`config.mk`:
```
export PLATFORM = sky130hd
export DESIGN_NAME = perf_counter_unit
export DESIGN_NICKNAME = d
export VERILOG_FILES = /design/src/rtl/pcu_pkg.sv /design/src/rtl/pcu_slice.sv /design/src/rtl/pcu_regmux.sv /design/src/rtl/perf_counter_unit.sv
export SDC_FILE = /design/constraint.sdc
export NUM_CORES = 1
export LEC_CHECK = 0
export ABC_CLOCK_PERIOD_IN_PS = 4300
export CAP_MARGIN = 20
export CORE_ASPECT_RATIO = 1.2
export CORE_UTILIZATION = 53
export CTS_CLUSTER_DIAMETER = 40
export DETAILED_ROUTE_END_ITERATION = 6
export HOLD_SLACK_MARGIN = 0.08
export PLACE_DENSITY = 0.8
export SLEW_MARGIN = 30
export SYNTH_ARGS = -nofsm -noshare
export SYNTH_HDL_FRONTEND = slang
export SYNTH_SLANG_ARGS = --single-unit
```
`constraint.sdc`:
```
create_clock -name clk -period 4.3 [get_ports clk]
set_clock_uncertainty 0.1 [all_clocks]
set_input_delay 1.075 -clock clk [delete_from_list [all_inputs] [get_ports clk]]
set_output_delay 1.075 -clock clk [all_outputs]
set_load 0.03 [all_outputs]
```
`src/rtl/pcu_pkg.sv`:
```
package pcu_pkg;
  localparam int VPE_W     = 4;
  localparam int TC_W      = 8;
  localparam int EVT_SEL_W = 10;
  localparam int PEND_BIT  = 26;
  localparam int PRES_BIT  = 4;

  typedef enum logic [1:0] {
    MODE_USER   = 2'd0,
    MODE_SUPER  = 2'd1,
    MODE_KERNEL = 2'd2,
    MODE_EXC    = 2'd3
  } priv_mode_e;

  typedef enum logic [1:0] {
    FLT_ANY  = 2'd0,
    FLT_VPE  = 2'd1,
    FLT_TC   = 2'd2,
    FLT_NONE = 2'd3
  } thr_filt_e;

  typedef struct packed {
    logic [TC_W-1:0]      tc_id;
    thr_filt_e            filt;
    logic [VPE_W-1:0]     vpe_id;
    logic [EVT_SEL_W-1:0] evt_sel;
    logic                 irq_en;
    logic                 en_user;
    logic                 en_super;
    logic                 en_kernel;
    logic                 en_exc;
  } ctl_t;

  // Writable fields of the bus word; bits 15, 30 and 31 are not stored.
  function automatic ctl_t unpack_ctl(input logic [31:0] w);
    ctl_t c;
    c.en_exc    = w[0];
    c.en_kernel = w[1];
    c.en_super  = w[2];
    c.en_user   = w[3];
    c.irq_en    = w[4];
    c.evt_sel   = w[14:5];
    c.vpe_id    = w[19:16];
    c.filt      = thr_filt_e'(w[21:20]);
    c.tc_id     = w[29:22];
    return c;
  endfunction

  function automatic logic [31:0] pack_ctl(input ctl_t c, input logic more);
    logic [31:0] w;
    w        = '0;
    w[0]     = c.en_exc;
    w[1]     = c.en_kernel;
    w[2]     = c.en_super;
    w[3]     = c.en_user;
    w[4]     = c.irq_en;
    w[14:5]  = c.evt_sel;
    w[19:16] = c.vpe_id;
    w[21:20] = c.filt;
    w[29:22] = c.tc_id;
    w[30]    = 1'b0;
    w[31]    = more;
    return w;
  endfunction

  function automatic logic mode_ok(input ctl_t c, input priv_mode_e m);
    logic ok;
    case (m)
      MODE_USER:   ok = c.en_user;
      MODE_SUPER:  ok = c.en_super;
      MODE_KERNEL: ok = c.en_kernel;
      default:     ok = c.en_exc;
    endcase
    return ok;
  endfunction

  function automatic logic thread_ok(input ctl_t c, input logic [VPE_W-1:0] v,
                                     input logic [TC_W-1:0] t);
    logic ok;
    case (c.filt)
      FLT_ANY: ok = 1'b1;
      FLT_VPE: ok = (v == c.vpe_id);
      FLT_TC:  ok = (t == c.tc_id);
      default: ok = 1'b0;
    endcase
    return ok;
  endfunction

  function automatic logic [31:0] bump(input logic [31:0] x);
    return x + 32'd1;
  endfunction
endpackage

```
`src/rtl/pcu_slice.sv`:
```
module pcu_slice
  import pcu_pkg::*;
#(
  parameter int NUM_EVT = 16
) (
  input  logic                   clk,
  input  logic                   rst_n,
  input  logic                   ctl_we,
  input  logic                   ctr_we,
  input  logic [31:0]            wdata,
  input  priv_mode_e             mode,
  input  logic [VPE_W-1:0]       vpe,
  input  logic [TC_W-1:0]        tc,
  input  logic [NUM_EVT-1:0]     evt_pulse,
  output ctl_t                   ctl_q,
  output logic [31:0]            ctr_q,
  output logic                   inc_hit,
  output logic                   irq_req
);
  localparam int EIDX_W = (NUM_EVT > 1) ? $clog2(NUM_EVT) : 1;

  logic evt_sel_hit;

  always_comb begin
    if ({1'b0, ctl_q.evt_sel} < (EVT_SEL_W+1)'(NUM_EVT))
      evt_sel_hit = evt_pulse[ctl_q.evt_sel[EIDX_W-1:0]];
    else
      evt_sel_hit = 1'b0;
  end

  assign inc_hit = evt_sel_hit && mode_ok(ctl_q, mode) && thread_ok(ctl_q, vpe, tc);
  assign irq_req = ctr_q[31] && ctl_q.irq_en;

  always_ff @(posedge clk or negedge rst_n) begin
    if (!rst_n) begin
      ctl_q <= '0;
    end else if (ctl_we) begin
      ctl_q <= unpack_ctl(wdata);
    end
  end

  always_ff @(posedge clk or negedge rst_n) begin
    if (!rst_n) begin
      ctr_q <= '0;
    end else if (ctr_we) begin
      ctr_q <= wdata;
    end else if (inc_hit) begin
      ctr_q <= bump(ctr_q);
    end
  end

  AST_WRITE_WINS: assert property (@(posedge clk) disable iff (!rst_n)
    ctr_we |=> ctr_q == $past(wdata));
  AST_COUNT_STEP: assert property (@(posedge clk) disable iff (!rst_n)
    (!ctr_we && inc_hit) |=> ctr_q == $past(ctr_q) + 32'd1);
  AST_COUNT_HOLD: assert property (@(posedge clk) disable iff (!rst_n)
    (!ctr_we && !inc_hit) |=> $stable(ctr_q));
endmodule

```
`src/rtl/pcu_regmux.sv`:
```
module pcu_regmux
  import pcu_pkg::*;
#(
  parameter int NUM_CTR = 4,
  parameter int ADDR_W  = 4
) (
  input  logic [ADDR_W-1:0]            addr,
  input  logic [NUM_CTR-1:0][31:0]     ctl_words,
  input  logic [NUM_CTR-1:0][31:0]     ctr_words,
  input  logic                         irq,
  output logic [31:0]                  rdata
);
  localparam int STAT_ADDR = 2 * NUM_CTR;
  localparam int CFG_ADDR  = 2 * NUM_CTR + 1;

  always_comb begin
    rdata = '0;
    for (int i = 0; i < NUM_CTR; i++) begin
      if (addr == ADDR_W'(i))           rdata = ctl_words[i];
      if (addr == ADDR_W'(NUM_CTR + i)) rdata = ctr_words[i];
    end
    if (addr == ADDR_W'(STAT_ADDR)) rdata[PEND_BIT] = irq;
    if (addr == ADDR_W'(CFG_ADDR))  rdata[PRES_BIT] = 1'b1;
  end
endmodule

```
`src/rtl/perf_counter_unit.sv`:
```
module perf_counter_unit
  import pcu_pkg::*;
#(
  parameter int NUM_CTR = 4,
  parameter int NUM_EVT = 16,
  parameter int ADDR_W  = 4
) (
  input  logic               clk,
  input  logic               rst_n,
  input  logic               reg_we,
  input  logic [ADDR_W-1:0]  reg_addr,
  input  logic [31:0]        reg_wdata,
  output logic [31:0]        reg_rdata,
  input  logic [1:0]         cur_mode,
  input  logic [3:0]         cur_vpe,
  input  logic [7:0]         cur_tc,
  input  logic [NUM_EVT-1:0] evt_pulse,
  output logic               irq_out
);
  localparam int STAT_ADDR = 2 * NUM_CTR;

  logic [NUM_CTR-1:0][31:0] ctl_words;
  logic [NUM_CTR-1:0][31:0] ctr_words;
  logic [NUM_CTR-1:0]       hit_vec;
  logic [NUM_CTR-1:0]       req_vec;
  priv_mode_e               mode;

  assign mode = priv_mode_e'(cur_mode);

  for (genvar i = 0; i < NUM_CTR; i++) begin : g_ctr
    ctl_t ctl_q;
    logic ctl_we, ctr_we;
    assign ctl_we = reg_we && (reg_addr == ADDR_W'(i));
    assign ctr_we = reg_we && (reg_addr == ADDR_W'(NUM_CTR + i));

    pcu_slice #(.NUM_EVT(NUM_EVT)) u_slice (
      .clk       (clk),
      .rst_n     (rst_n),
      .ctl_we    (ctl_we),
      .ctr_we    (ctr_we),
      .wdata     (reg_wdata),
      .mode      (mode),
      .vpe       (cur_vpe),
      .tc        (cur_tc),
      .evt_pulse (evt_pulse),
      .ctl_q     (ctl_q),
      .ctr_q     (ctr_words[i]),
      .inc_hit   (hit_vec[i]),
      .irq_req   (req_vec[i])
    );

    assign ctl_words[i] = pack_ctl(ctl_q, (i < NUM_CTR - 1) ? 1'b1 : 1'b0);
  end

  assign irq_out = |req_vec;

  pcu_regmux #(.NUM_CTR(NUM_CTR), .ADDR_W(ADDR_W)) u_mux (
    .addr      (reg_addr),
    .ctl_words (ctl_words),
    .ctr_words (ctr_words),
    .irq       (irq_out),
    .rdata     (reg_rdata)
  );

  AST_WIDE_BIT_ZERO: assert property (@(posedge clk) disable iff (!rst_n)
    (reg_addr < ADDR_W'(NUM_CTR)) |-> !reg_rdata[30]);
  AST_IRQ_CAUSED: assert property (@(posedge clk) disable iff (!rst_n)
    $rose(irq_out) |-> ($past(reg_we) || $past(|hit_vec)));
  AST_STATUS_MIRROR: assert property (@(posedge clk) disable iff (!rst_n)
    (reg_addr == ADDR_W'(STAT_ADDR)) |-> (reg_rdata[PEND_BIT] == irq_out));
endmodule

```
==> results.toml, run 1 <==
[outcome]
status = "complete, no violations"

[die]
num_rows = 66
core_sq_um = 27200
io_pins = 102
dieHeight_microns = 184
die_w_microns = 154
dieArea_sq_um = 28300
initial_core_util_pct = 54.0

[power_and_ir_drop]
power_density_nw_per_um2 = 497
p_leak_nw = 6.97
ir_drop_v = 0.000316
p_total_w = 0.00885

[critical_path]
path_common_cell = "buf_4"
worst-path-max-fanout = 28
worstPathRequired_ps = 3120
rr_startpoint = "g_ctr[3].u_slice.ctl_q[5]"
critPathCaptureType = "output pin"
worstSetupStartpoint = "reg_addr[2]"
max_stage_delay_ps = 390
cp.arrival_ps = 3010
cp_slowest_cell = "mux2_2"
path_cells = "buf_2 -> buf_4 -> buf_12 -> mux2_2 -> o22ai_2 -> nor2_1 -> a21oi_2 -> a21oi_1 -> a221o_1 -> buf_4"
cp_num_buf_inv = 4
critPathLaunchType = "input port"
crit_type = "in2out"
crit_family = "buffers and inverters"

[yosys]
async_flop_share_pct = 100
ys_warn_count = 0
syn_inst = 1541
yosys.area.top_type_share_pct = 41.6
yosys-top-cells-count = "dfrtp_1 (244), mux2_2 (144), nand2_1 (142)"
synth-edff-count = 0
syn-num-nets = 1614
syn-cell-area_sq_um = 14700
syn_area_per_cell_sq_um = 9.52
ys_ff_latch = 244
synth_seq_area_share_pct = 41.6
synth_most_common_cell = "dfrtp_1"
ys_types = 56
yosysTopAreaCell = "dfrtp_1"
synth_flop_cell = "dfrtp_1"
synth_area_leaders = "dfrtp_1 (42%), mux2_2 (11%), xnor2_1 (8.3%)"

[global_routing]
grt_overflow = 0
grt_pass1_vias = 13200
antenna_found_initial = 0
grt_util_all_layers_pct = 34.4
grt_max_degree = 88
grt_pass1_wl_mm = 74.3

[clocking]
clock_latency_ps = 510
clockRootBuffer = "clkbuf_16"
tritoncts = "built"
post-cts-setup-buffer-count = 0
cts_made_buffers = 35
htreeDepth = 2
cts.sinks = 244
cts_max_path_buffers = 3
clk_pin_slew_ps = 60

[timing]
post-route-min-period_ps = 4190
slew_viol_final = 0
fin_hold_ws_ps = 410
rsz0062_at_grt = "false"
tightestPinTransition_ps = 712
slew_headroom_pct = 52.4
setup_viol_count_final = 0
period_share_pct = 97.3
finalHoldViolCount = 0
tns_ps = 0
max_freq_mhz = 239

[hold_path]
hp-start = "g_ctr[0].u_slice.ctl_q[20]"
hold_path_class = "reg2reg"

[drt]
dr_total_vias = 13200
wl_per_cell_microns = 23.6
drtIter0Drc = 1290
drc = 0
final_antenna_net_count = 0
drtPass1Iterations = 6
vias_per_cell = 6.53
routed_wl_mm = 47.8

[final_layout]
stdcell_area_sq_um = 17800
diodes = 0
drive_gt1_share_pct = 21.7
syn2layout_area_growth_pct = 21.3
final_nets = 1733
layout.cells.non_filler = 2026

[placement]
placed_area_sq_um = 16400
post-dp-hpwl_mm = 35.2
portBuffers = 101
routabilityCongestion = 0.964
place_inst = 1962

[run]
maxCapViolCount = 0
-- state kept, by name, summed over array words and instances, names as in the netlist --
name / count
g_ctr.u_slice.ctr_q: 128
g_ctr.u_slice.ctl_q: 116
-- placed cells by master, fill, tap and decap left out, types with 30 or more instances in the layout --
cell type,synthesis,layout
dfrtp_1,244,244
mux2_2,144,144
nand2_1,142,140
xnor2_1,139,139
nor2_1,126,125
a21oi_1,104,101
o21ai_0,98,92
buf_4,2,81
nand3_1,64,64
clkdlybuf4s50_1,0,64
nor4_1,48,48
nor3_1,47,46
clkbuf_16,0,37
a22oi_1,31,31
xor2_1,30,30
-- where the power goes --
part           internal (W)  switching, W  total (W)  leakage, nW
Combinational       0.00104       0.00106    0.00210         3.42
Sequential          0.00285      0.000781    0.00363         2.94
Clock               0.00200       0.00112    0.00312        0.605
Total               0.00589       0.00296    0.00885         6.97
-- cell families after synthesis --
family	Yosys count	share of synthesized area [%]
and+or+nand+nor	525	17.6
AOI/OAI and AO/OA	298	11.7
xor gates and xnor gates	169	10.1
adders and majority gates	4	0.341
DFF	244	41.6
buffers and inverters	122	3.39
muxes	179	15.2
-- per-layer routing --
layer  global-route usage, %  part of all wire [%]
met1                    40.7                    37
met2                    58.2                    49
met3                    4.73                   6.9
met4                    24.0                   7.4
met5                       0                     0
-- path summary, 6_finish.rpt --
check,to,slack [ps],cells after the start
min in group asynchronous,g_ctr[3].u_slice.ctr_q[7],480,1
max in group asynchronous,g_ctr[0].u_slice.ctl_q[25],2670,2
max,reg_rdata[1],110,10
min reg2reg,g_ctr[0].u_slice.ctl_q[20],410,1
min,g_ctr[0].u_slice.ctl_q[20],410,1
max reg2reg,g_ctr[3].u_slice.ctr_q[28],1390,7
-- layout make-up --
| class | instances | area (sq um) |
|---|---|---|
| Inverter | 20 | 75.1 |
| Fill cell | 2095 | 9370 |
| Clock inverter | 22 | 309 |
| Sequential cell | 244 | 6110 |
| Tap cell | 340 | 425 |
| Clock buffer | 41 | 971 |
| Timing Repair Buffer | 184 | 1780 |
| Multi-Input combinational cell | 1175 | 8130 |
-- stage by stage --
| stage | utilization (%) | worst slack (ps) |
|---|---|---|
| 4_1_cts | 65.5 | 5.99 |
| 6_report | 65.5 | 114 |
| 3_5_place_dp | 60.5 | -420 |
| 5_1_grt | 65.5 | 59.1 |
| 3_3_place_gp | 60.5 | -424 |
| 2_1_floorplan | - | 75.1 |
-- repair_timing --
| action | 4_1_cts | 5_1_grt |
|---|---|---|
| hold buffers | 0 | 0 |
| gates resized for setup | 55 | 6 |
| setup endpoints to repair | 21 | 17 |
| hold endpoints to repair | 0 | 0 |
| pin swaps | 2 | 0 |
| gates cloned | 1 | 0 |
Power figures use the tool's default switching activity.
==> inputs of run 2 (changes only) <==
--- a/config.mk
+++ b/config.mk
@@ -7,12 +7,14 @@
 export LEC_CHECK = 0
 export ABC_CLOCK_PERIOD_IN_PS = 4300
 export CAP_MARGIN = 20
+export CELL_PAD_IN_SITES_DETAIL_PLACEMENT = 0
+export CELL_PAD_IN_SITES_GLOBAL_PLACEMENT = 1
 export CORE_ASPECT_RATIO = 1.2
-export CORE_UTILIZATION = 53
+export CORE_UTILIZATION = 47
 export CTS_CLUSTER_DIAMETER = 40
 export DETAILED_ROUTE_END_ITERATION = 6
 export HOLD_SLACK_MARGIN = 0.08
-export PLACE_DENSITY = 0.8
+export PLACE_DENSITY = 0.88
 export SLEW_MARGIN = 30
 export SYNTH_ARGS = -nofsm -noshare
 export SYNTH_HDL_FRONTEND = slang
==> results.toml, run 2 (synthesis results as in run 1) <==
[outcome]
status = "finished with violations"
violations = "design-rule violations"

[global_routing]
antenna_found_initial = 0
grt_max_degree = 103
grt_overflow = 0
grt_pass1_vias = 12900
grt_util_all_layers_pct = 31.7
grt_pass1_wl_mm = 76.1

[power_and_ir_drop]
switchingPower_w = 0.00298
seqPwrFrac_pct = 40.2
pwr-share-comb_pct = 23.3
p_clk_share_pct = 36.5
ir_drop_v = 0.000453
p_leak_nw = 6.93
p_int_w = 0.00606
p_sw_share_pct = 33.0
p_total_w = 0.00904
power_density_nw_per_um2 = 508

[final_layout]
regMostFlops = "g_ctr.u_slice.ctr_q"
top_regs = "g_ctr.u_slice.ctr_q: 128 flops, g_ctr.u_slice.ctl_q: 116 flops"
syn2layout_area_growth_pct = 21.4
diodes = 0
layout_common_cells = "dfrtp_1 (244), mux2_2 (144), nand2_1 (140), xnor2_1 (139), nor2_1 (124)"
post-route-util_pct = 58.2
largest_register_ffs = 128
drive_gt1_share_pct = 21.3
final_nets = 1719
final_common_cell = "dfrtp_1"

[critical_path]
critPathCaptureType = "output pin"
crit_type = "in2out"
worstPathRequired_ps = 3120
cp.arrival_ps = 3050
critPathLaunchType = "input port"
worst-path-max-fanout = 24

[placement]
routabilityCongestion = 0.977
post-dp-hpwl_mm = 36.1
portBuffers = 101
dpl_worst_slack_ps = -139

[run]
maxCapViolCount = 0

[timing]
max_freq_mhz = 237
rsz0062_at_grt = "false"
setup_slack_ps = 79.7
finalHoldViolCount = 0
setup_viol_count_final = 0
fin_hold_ws_ps = 413
tightestPinTransition_ps = 699
slew_viol_final = 0
period_share_pct = 98.1
post-route-min-period_ps = 4220
slew_headroom_pct = 53.3

[drt]
drtPass1Iterations = 7
drtIter0Drc = 1206
drc = 1
dr_total_vias = 13000
final_antenna_net_count = 0
wl_per_cell_microns = 24.1
routed_wl_mm = 49.8
vias_per_cell = 6.27

[clocking]
cts.sinks = 244
cts_hold_buf = 0
clock_latency_ps = 530
cts_made_buffers = 38
tritoncts = "built"
clockRootBuffer = "clkbuf_16"
cts_max_path_buffers = 3
htreeDepth = 2
clk_pin_slew_ps = 50

[die]
die_w_microns = 163
initial_core_util_pct = 48.0
io_pins = 102
num_rows = 70
dieHeight_microns = 196
dieArea_sq_um = 31900
core_sq_um = 30600

[hold_path]
hold_path_class = "reg2reg"
-- run 2: critical path, stage by stage --
cell	delay (ps)
dlygate4sd2_1	300
buf_6	240
nand2_1	150
nor3_2	180
buf_4	410
a22oi_1	180
o21ai_1	210
buf_4	180
buf_12	110
-- run 2: through the flow --
step                      setup TNS [ps]  std cells  cell area (sq um)
final                                  0       2071              17800
after global routing                   0       2071              17800
after CTS                              0       2068              17700
after detailed placement            -475       1999              16300
after global placement              -253       1999              16300
after floorplan                        0       1541              14700
-- run 2: final cells by class --
class	count	area, sq um
Tap cell	396	495
Clock buffer	51	1100
Timing Repair Buffer	167	1630
Fill cell	2639	12800
Multi-Input combinational cell	1175	8130
Clock inverter	18	263
Sequential cell	244	6110
Inverter	20	75.1
-- run 2: routing by layer --
metal  routed length, microns  up-vias  track usage, %
li1                         -     5782               -
met1                    19000     6410            38.5
met2                    24700      618            53.5
met3                     3190      173            3.93
met4                     2940        0            18.8
met5                        0        -               0
-- run 2: power groups by stage --
stage                     clock network, W  registers (W)  logic, W
after global routing               0.00343        0.00370   0.00227
after floorplan                          0        0.00334   0.00145
final                              0.00330        0.00364   0.00211
after CTS                          0.00333        0.00362   0.00208
after detailed placement                 0        0.00364   0.00205
after global placement                   0        0.00362   0.00200
-- run 2: path summary, 6_finish.rpt --
| kind | startpoint | to | slack (ps) | cells past startpoint |
|---|---|---|---|---|
| setup reg to reg | g_ctr[3].u_slice.ctl_q[5] | g_ctr[3].u_slice.ctr_q[28] | 1420 | 7 |
| max in group asynchronous | rst_n | g_ctr[0].u_slice.ctr_q[15] | 2620 | 2 |
| setup / recovery | reg_addr[0] | reg_rdata[16] | 80 | 9 |
| min in group asynchronous | rst_n | g_ctr[3].u_slice.ctr_q[5] | 450 | 1 |
| hold / removal | g_ctr[0].u_slice.ctl_q[20] | g_ctr[0].u_slice.ctl_q[20] | 410 | 1 |
| hold reg to reg | g_ctr[0].u_slice.ctl_q[20] | g_ctr[0].u_slice.ctl_q[20] | 410 | 1 |
-- run 2: what timing repair did --
| item | in CTS | in global routing |
|---|---|---|
| resized for setup | 9 | 11 |
| pin swaps | 2 | 3 |
| gates cloned | 0 | 1 |
| buffers inserted | 0 | 2 |
| setup endpoints to repair | 17 | 20 |
==> inputs of run 3 (changes only) <==
--- a/config.mk
+++ b/config.mk
@@ -13,8 +13,10 @@
 export CORE_UTILIZATION = 47
 export CTS_CLUSTER_DIAMETER = 40
 export DETAILED_ROUTE_END_ITERATION = 6
+export GPL_TIMING_DRIVEN = 0
 export HOLD_SLACK_MARGIN = 0.08
 export PLACE_DENSITY = 0.88
+export SETUP_SLACK_MARGIN = 0.5
 export SLEW_MARGIN = 30
 export SYNTH_ARGS = -nofsm -noshare
 export SYNTH_HDL_FRONTEND = slang
==> results.toml, run 3 (synthesis results as in run 1) <==
[outcome]
status = "complete, no violations"

[final_layout]
final_common_cell = "dfrtp_1"
syn2layout_area_growth_pct = 27.8
drive_gt1_share_pct = 26.7
regMostFlops = "g_ctr.u_slice.ctr_q"
layout_common_cells = "dfrtp_1 (244), mux2_2 (144), xnor2_1 (139), nand2_1 (138), nor2_1 (116)"
largest_register_ffs = 128
diodes = 0
final_nets = 1784
top_regs = "g_ctr.u_slice.ctr_q: 128 flops, g_ctr.u_slice.ctl_q: 116 flops"

[clocking]
tritoncts = "built"
clockRootBuffer = "clkbuf_16"
htreeDepth = 2
clk_pin_slew_ps = 50
cts.sinks = 244
cts_hold_buf = 0
clock_latency_ps = 530
cts_made_buffers = 39
cts_max_path_buffers = 3

[timing]
tns_ps = 0
tightestPinTransition_ps = 829
max_freq_mhz = 245
slew_viol_final = 0
rsz0062_at_grt = "true"
slew_headroom_pct = 44.2
fin_hold_ws_ps = 229
post-route-min-period_ps = 4080
setup_viol_count_final = 0
finalHoldViolCount = 0
period_share_pct = 94.8

[die]
num_rows = 70
initial_core_util_pct = 48.0
dieHeight_microns = 196
dieArea_sq_um = 31900
core_sq_um = 30600
die_w_microns = 163
io_pins = 102

[critical_path]
worstReg2RegEnd = "g_ctr[2].u_slice.ctr_q[7]"
cp.arrival_ps = 2900
worstSetupStartpoint = "reg_addr[1]"
r2r_slack_ps = 1300
worstPathRequired_ps = 3120
worst-path-max-fanout = 6
ff2ff_path_depth = 8
critPathCaptureType = "output pin"
crit_type = "in2out"
critPathLaunchType = "input port"
rr_startpoint = "g_ctr[2].u_slice.ctl_q[26]"

[hold_path]
hold_path_class = "in2async"

[global_routing]
use_met3_pct = 4.97
top_usage_layer = "met2"
grt_pass1_wl_mm = 80.7
grt_overflow = 0
grt_max_degree = 85
grt_util_all_layers_pct = 34.0
grtUsageMet2_pct = 55.5
grt_pass1_vias = 13500
antenna_found_initial = 0
use_met1_pct = 43.2

[run]
maxCapViolCount = 0

[drt]
final_antenna_net_count = 0
drtIter0Drc = 1452
drtPass1Iterations = 5
routed_wl_mm = 54.0
dr_total_vias = 13600
wl_per_cell_microns = 25.2
drc = 0
vias_per_cell = 6.36

[power_and_ir_drop]
ir_drop_v = 0.000374
power_density_nw_per_um2 = 486
p_leak_nw = 7.23

[placement]
portBuffers = 88
routabilityCongestion = 0.921
post-dp-hpwl_mm = 39.7
run 3: cell count changes in the layout (fill, tap and decap cells not counted), sizes merged:
cell           before  now
dlymetal6s2s        2    0
buf                99  102
dlygate4sd2         1    0
inv                22   23
bufinv              6    3
clkdlybuf4s15       0    2
clkdlybuf4s50      64   55
clkbuf             52  126
clkinvlp            3    4
run 3: through the flow:
step	total power, W	worst slack, ps	utilization, %	cells	cell area [sq um]
after floorplan	0.00480	484	-	1541	14800
after global placement	0.00560	-8740	52.8	2025	16100
after detailed placement	0.00568	-839	53.1	2028	16200
after CTS	0.00902	244	60.3	2127	18400
after global routing	0.00945	201	61.3	2137	18700
final	0.00911	224	61.3	2137	18700
run 3: final cells by class:
cell class | count | area [sq um]
Buffer | 102 | 741
Clock buffer | 54 | 1140
Clock inverter | 17 | 190
Fill cell | 2562 | 11800
Inverter | 20 | 78.8
Multi-Input combinational cell | 1175 | 8640
Sequential cell | 244 | 6110
Tap cell | 396 | 495
Timing Repair Buffer | 129 | 1340
run 3: how the worst max path moves through the flow:
stage | to | cells past startpoint
global route | reg_rdata[0] | 10
detailed placement | reg_rdata[26] | 8
finish | reg_rdata[1] | 10
floorplan | reg_rdata[21] | 9
CTS | reg_rdata[0] | 10
global placement | g_ctr[1].u_slice.ctr_q[23] | 1
run 3: routing by layer:
metal	wire length, microns	share of wire, %	vias up
met4	3020	5.6	0
met2	25700	48	751
li1	-	-	5906
met5	0	0	-
met1	21200	39	6746
met3	4080	7.6	191
run 3: worst max-delay path, cell delays in order:
cell and delay (ps):
buf_12 110, nand2b_4 140, or3_4 420, clkbuf_16 190
o22ai_2 150, nor2_2 60, a21oi_2 140, a21oi_1 90
a221o_2 360, buf_6 160
run 3: report_power, final:
| part | total, W | switching, W | leakage (nW) | internal, W |
|---|---|---|---|---|
| clock network | 0.00322 | 0.00117 | 0.651 | 0.00205 |
| registers | 0.00366 | 0.000813 | 2.94 | 0.00285 |
| logic | 0.00223 | 0.00113 | 3.64 | 0.00110 |
run 3: repair_timing:
item | 4_1_cts | 5_1_grt
setup buffers | 24 | 10
endpoints found under the hold margin | 0 | 0
endpoints found under the setup margin | 32 | 32
gates resized for setup | 362 | 68
gates cloned | 4 | 0
pin swaps | 44 | 16
